`config.mk`:
```
export PLATFORM = sky130hd
export DESIGN_NAME = serial_accum
export DESIGN_NICKNAME = d
export VERILOG_FILES = /design/src/rtl/sa_pkg.sv /design/src/rtl/sa_shift_reg.sv /design/src/rtl/sa_bit_adder.sv /design/src/rtl/sa_sequencer.sv /design/src/rtl/serial_accum.sv
export SDC_FILE = /design/constraint.sdc
export NUM_CORES = 1
export LEC_CHECK = 0
export ABC_AREA = 1
export BUFFER_PORTS_ARGS = -buffer_cell sky130_fd_sc_hd__clkbuf_2
export CAP_MARGIN = 15
export CORE_MARGIN = 5
export CORE_UTILIZATION = 47
export DETAILED_ROUTE_END_ITERATION = 6
export GPL_ROUTABILITY_DRIVEN = 0
export PLACE_DENSITY = 0.83
export SLEW_MARGIN = 20
export SYNTH_ARGS = -nofsm -noshare
export SYNTH_HDL_FRONTEND = slang
export SYNTH_HIERARCHICAL = 1
export SYNTH_SLANG_ARGS = --single-unit
```
`constraint.sdc`:
```
create_clock -name clk -period 1.8 [get_ports clk]
set_clock_uncertainty 0.15 [all_clocks]
set_input_delay 0.09 -clock clk [delete_from_list [all_inputs] [get_ports clk]]
set_output_delay 0.09 -clock clk [all_outputs]
set_load 0.01 [all_outputs]
```
`src/rtl/sa_pkg.sv`:
```
package sa_pkg;
  localparam int DEF_WIDTH = 4;

  typedef enum logic [0:0] {
    PH_IDLE = 1'b0,
    PH_ADD  = 1'b1
  } phase_t;
endpackage

```
`src/rtl/sa_shift_reg.sv`:
```
module sa_shift_reg #(
  parameter int W = 4
) (
  input  logic         clk,
  input  logic         rst,
  input  logic         load,
  input  logic [W-1:0] load_val,
  input  logic         shift,
  input  logic         ser_in,
  output logic [W-1:0] q,
  output logic         lsb
);
  always_ff @(posedge clk) begin
    if (rst) begin
      q <= '0;
    end else if (shift) begin
      q <= {ser_in, q[W-1:1]};
    end else if (load) begin
      q <= load_val;
    end
  end

  assign lsb = q[0];

  // a load taken while not shifting appears on the next edge
  p_load_lands_r2: assert property (@(posedge clk) disable iff (rst)
    (load && !shift) |=> (q == $past(load_val)));

  // a shift moves the register right by one position, with the serial bit entering at the top
  p_shift_right_r9: assert property (@(posedge clk) disable iff (rst)
    shift |=> (q[W-2:0] == $past(q[W-1:1])));
endmodule

```
`src/rtl/sa_bit_adder.sv`:
```
module sa_bit_adder (
  input  logic x,
  input  logic y,
  input  logic cin,
  output logic s,
  output logic co
);
  always_comb begin
    s  = x ^ y ^ cin;
    co = (x & y) | (cin & (x ^ y));
  end
endmodule

```
`src/rtl/sa_sequencer.sv`:
```
module sa_sequencer
  import sa_pkg::*;
#(
  parameter int W = 4
) (
  input  logic clk,
  input  logic rst,
  input  logic start,
  output logic busy,
  output logic done,
  output logic go,
  output logic last
);
  localparam int CW = (W > 1) ? $clog2(W) : 1;
  localparam logic [CW-1:0] LAST_CNT = CW'(W - 1);

  phase_t        phase;
  logic [CW-1:0] cnt;

  assign busy = (phase == PH_ADD);
  assign go   = start && (phase == PH_IDLE);
  assign last = busy && (cnt == LAST_CNT);

  always_ff @(posedge clk) begin
    if (rst) begin
      phase <= PH_IDLE;
      cnt   <= '0;
      done  <= 1'b0;
    end else begin
      done <= 1'b0;
      if (go) begin
        phase <= PH_ADD;
        cnt   <= '0;
      end else if (busy) begin
        cnt <= cnt + 1'b1;
        if (cnt == LAST_CNT) begin
          phase <= PH_IDLE;
          done  <= 1'b1;
        end
      end
    end
  end

  // a pass keeps running until its last count
  p_busy_holds_r4: assert property (@(posedge clk) disable iff (rst)
    (busy && (cnt != LAST_CNT)) |=> busy);

  // a pass ends right after its last count, and done rises with it
  p_busy_ends_r4: assert property (@(posedge clk) disable iff (rst)
    (busy && (cnt == LAST_CNT)) |=> (!busy && done));

  // done lasts a single cycle
  p_done_pulse_r5: assert property (@(posedge clk) disable iff (rst)
    done |=> !done);

  // start during a pass does not reset the count
  p_no_restart_r8: assert property (@(posedge clk) disable iff (rst)
    (busy && start && (cnt != LAST_CNT)) |=> (cnt == $past(cnt) + 1'b1));
endmodule

```
`src/rtl/serial_accum.sv`:
```
module serial_accum #(
  parameter int W = sa_pkg::DEF_WIDTH
) (
  input  logic         clk,
  input  logic         rst,
  input  logic         ld_a,
  input  logic [W-1:0] a_in,
  input  logic         ld_b,
  input  logic [W-1:0] b_in,
  input  logic         start,
  output logic [W-1:0] a_out,
  output logic         busy,
  output logic         done,
  output logic         cout
);
  logic         go, last;
  logic         a_lsb, b_lsb;
  logic         sum_bit, carry_nxt;
  logic         carry_q;
  logic [W-1:0] b_q;
  logic         ld_a_ok, ld_b_ok;

  sa_sequencer #(.W(W)) seq_i (
    .clk(clk), .rst(rst), .start(start),
    .busy(busy), .done(done), .go(go), .last(last)
  );

  assign ld_a_ok = ld_a && !busy;
  assign ld_b_ok = ld_b && !busy;

  sa_shift_reg #(.W(W)) reg_a_i (
    .clk(clk), .rst(rst), .load(ld_a_ok), .load_val(a_in),
    .shift(busy), .ser_in(sum_bit), .q(a_out), .lsb(a_lsb)
  );

  sa_shift_reg #(.W(W)) reg_b_i (
    .clk(clk), .rst(rst), .load(ld_b_ok), .load_val(b_in),
    .shift(busy), .ser_in(b_lsb), .q(b_q), .lsb(b_lsb)
  );

  sa_bit_adder fa_i (
    .x(a_lsb), .y(b_lsb), .cin(carry_q), .s(sum_bit), .co(carry_nxt)
  );

  always_ff @(posedge clk) begin
    if (rst || go) begin
      carry_q <= 1'b0;
    end else if (busy) begin
      carry_q <= carry_nxt;
    end
  end

  always_ff @(posedge clk) begin
    if (rst) begin
      cout <= 1'b0;
    end else if (last) begin
      cout <= carry_nxt;
    end
  end

  // every pass starts with a cleared carry
  p_carry_clear_r7: assert property (@(posedge clk) disable iff (rst)
    go |=> (carry_q == 1'b0));

  // with no pass and no load, A holds
  p_idle_hold_r2: assert property (@(posedge clk) disable iff (rst)
    (!busy && !ld_a) |=> (a_out == $past(a_out)));

  // a load request during a pass leaves B as a pure rotation
  p_b_rotates_r3: assert property (@(posedge clk) disable iff (rst)
    busy |=> (b_q == {$past(b_q[0]), $past(b_q[W-1:1])}));

  // cout changes only at the end of a pass
  p_cout_hold_r6: assert property (@(posedge clk) disable iff (rst)
    !last |=> $stable(cout));
endmodule

```
==> flow_summary_export.csv <==
group,metric,value,unit
floorplan,placeableCoreArea,0.00145,mm2
global_route,grt_first_pass_wirelength,2460,um
worst_setup_path,timing.critical_path.from,"seq_i/busy$_SDFF_PP0_",
routing,routed-via-count,696,
sta,period_share,76.6,%
worst_setup_path,worstSetupPathType,"reg2reg",
clocking,clkTransAtPathRegs,0.09,ns
placed_design,io_buffers,19,
worst_setup_path,crit-reg2reg-capture,"carry_q$_SDFFE_PP0P_",
sta,count_of_endpoints_failing_setup_in_the_final_report,0,
sta,tightest_slew,0.307,ns
clocking,cts-root-to-sink-buffers,2,
layout,multiInputGateArea,327,um2
hold_path,hold_class,"in2reg",
logic_synthesis,mean_instance_size_in_the_synthesized_netlist,6.43,um2
floorplan,floorplan.die.width,48.6,um
power_and_ir_drop,total_leakage_power,0.558,nW
routing,vias_per_cell,4.46,
floorplan,row_count,14,
clocking,clkSinkCount,14,
power_and_ir_drop,ir_worst_vdd,0.472,mV
clocking,cts-buffers-inserted,3,
global_route,globalRouteOverflowTotal,0,
layout,ff_latch_area,280,um2
placed_design,place_hpwl,1070,um
layout,post_route_cells_drive_above_1_share,19.3,%
global_route,antenna_violations_before_repair,0,
layout,num_antenna_cells,0,
worst_setup_path,crit_path_end_kind,"flip-flop",
worst_setup_path,cp_data_required_time,1.87,ns
routing,routedWlPerCell,8.93,um
sta,timing.slew.headroom,79.5,%
sta,finalMaxSlewViolations,0,
worst_setup_path,reg2reg_depth,7,
clocking,cts_h_tree_depth,1,
sta,final.setup.tns,0,ns
logic_synthesis,ys.warnings.count,6,
worst_setup_path,r2r_setup_slack,0.42,ns
routing,dr.pass1.iters,2,
routing,drt-total-wl,1390,um
layout,area_growth,33.0,%
floorplan,start_util,48.2,%
clocking,clk_root_buffer_cell,"clkbuf_4",
worst_setup_path,critPathArrivalTime,1.45,ns
clocking,number_of_resized_instances_in_the_post_cts_repair_step,0,
sta,timing.final.crit_period,1.38,ns
routing,dr.first_iter.drc_count,1,
clocking,postCtsSetupRepairBufs,0,
worst_setup_path,reg2reg_from,"seq_i/busy$_SDFF_PP0_",
sta,maxClockFrequency,726,MHz
run,max-cap-violations,0,
layout,num-nets-final,157,
floorplan,die_height,48.6,um
clocking,clk_latency,0.28,ns
floorplan,floorplan.die_area,0.00236,mm2
routing,detail-route-antenna-nets,0,
worst_setup_path,critPathMaxFanout,15,
sta,final-hold-violation-count,0,
layout,n_fill_cell,135,
clocking,clock_tree_from_tritoncts,"done",
worst_setup_path,timing.critical_path.to,"carry_q$_SDFFE_PP0P_",
run_status,outcome,"finished, final reports clean",
sta,finalHoldWorstSlack,0.0104,ns
logic_synthesis,synthesized_instance_count,109,
floorplan,io_pins,20,
global_route,grt_max_degree,16,
global_route,global_route_usage_over_all_layers,12.8,%
logic_synthesis,syn-num-nets,125,
worst_setup_path,worstSetupStartpointType,"flip-flop",
logic_synthesis,synth_area,701,um2
layout,post_layout_nonfiller_instances,156,
sta,rsz_0062_raised_after_global_routing,"false",
routing,detail_route.drc_violations,0,
global_route,first_global_vias,618,
power_and_ir_drop,power-per-cell-area,722,mW/mm2
placed_design,placed_cells,144,
hold_path,hold_path_startpoint,"b_in[0]",
[state kept, by name (all words and copies together), names as in the netlist]
name        flops
reg_b_i/q       4
cout            1
carry_q         1
seq_i/busy      1
seq_i/done      1
reg_a_i/q       4
seq_i/cnt       2
[worst min path at each step]
stage	endpoint	slack (ns)	cells past startpoint
final	reg_b_i/q[0]$_SDFFE_PP0P_	0.01	5
after floorplan	seq_i/done$_SDFF_PP0_	0.01	1
after detailed placement	seq_i/done$_SDFF_PP0_	0.20	2
after global placement	seq_i/done$_SDFF_PP0_	0.20	2
after CTS	reg_b_i/q[0]$_SDFFE_PP0P_	0.006	5
after global routing	reg_b_i/q[0]$_SDFFE_PP0P_	0.06	5
[worst max-delay path: stages, from the launching register on]
cell and delay (ns):
dfxtp_1 0.51, buf_4 0.27, inv_2 0.06, nand2_2 0.07, inv_1 0.04, nor2_1 0.10, nand2_1 0.06, nor2_1 0.07
[placed cells by master, fill, tap and decap left out, drive strengths merged]
| cell | instances |
|---|---|
| buf | 1 |
| clkbuf | 23 |
| dfxtp | 14 |
| dlygate4sd3 | 8 |
| fa | 1 |
| ha | 2 |
| inv | 23 |
| nand2 | 36 |
| nand3 | 16 |
| nor2 | 15 |
| o21ai | 1 |
[cell type report]
cell class                      instances  share of cell area, %
Inverter                               23                   9.26
Clock buffer                            4                   3.89
Tap cell                               16                   2.15
Multi-Input combinational cell         71                   35.0
Timing Repair Buffer                   28                   19.6
Sequential cell                        14                   30.1
[layer usage]
layer	GRT usage [%]	share of wire, %	vias up	routed length, um
li1	-	-	387	-
met1	14.5	44	290	617
met2	22.2	50	15	690
met3	3.37	4.7	4	66
met4	5.38	1.4	0	19
met5	0	0	-	0
[report_power, final]
part	internal (mW)	switching, mW	leakage, nW	total [mW]
sequential	0.326	0.0144	0.114	0.340
clock	0.123	0.0979	0.0210	0.221
combinational	0.0523	0.0596	0.423	0.112
[repair_timing]
item | in CTS | in global routing
endpoints found under the hold margin | 12 | 0
hold buffers | 8 | 0
setup endpoints to repair | 0 | 0
[per-stage QoR]
step                      setup WS (ns)  power (mW)  utilization (%)  area [um2]
after floorplan                   0.281       0.411                -         701
after global placement            0.479       0.443             56.1         816
after detailed placement          0.438       0.447             56.1         816
after CTS                         0.411       0.684             64.1         932
after global routing              0.281       0.716             64.1         932
final                             0.422       0.673             64.1         932
(Power assumes the default switching activity.)
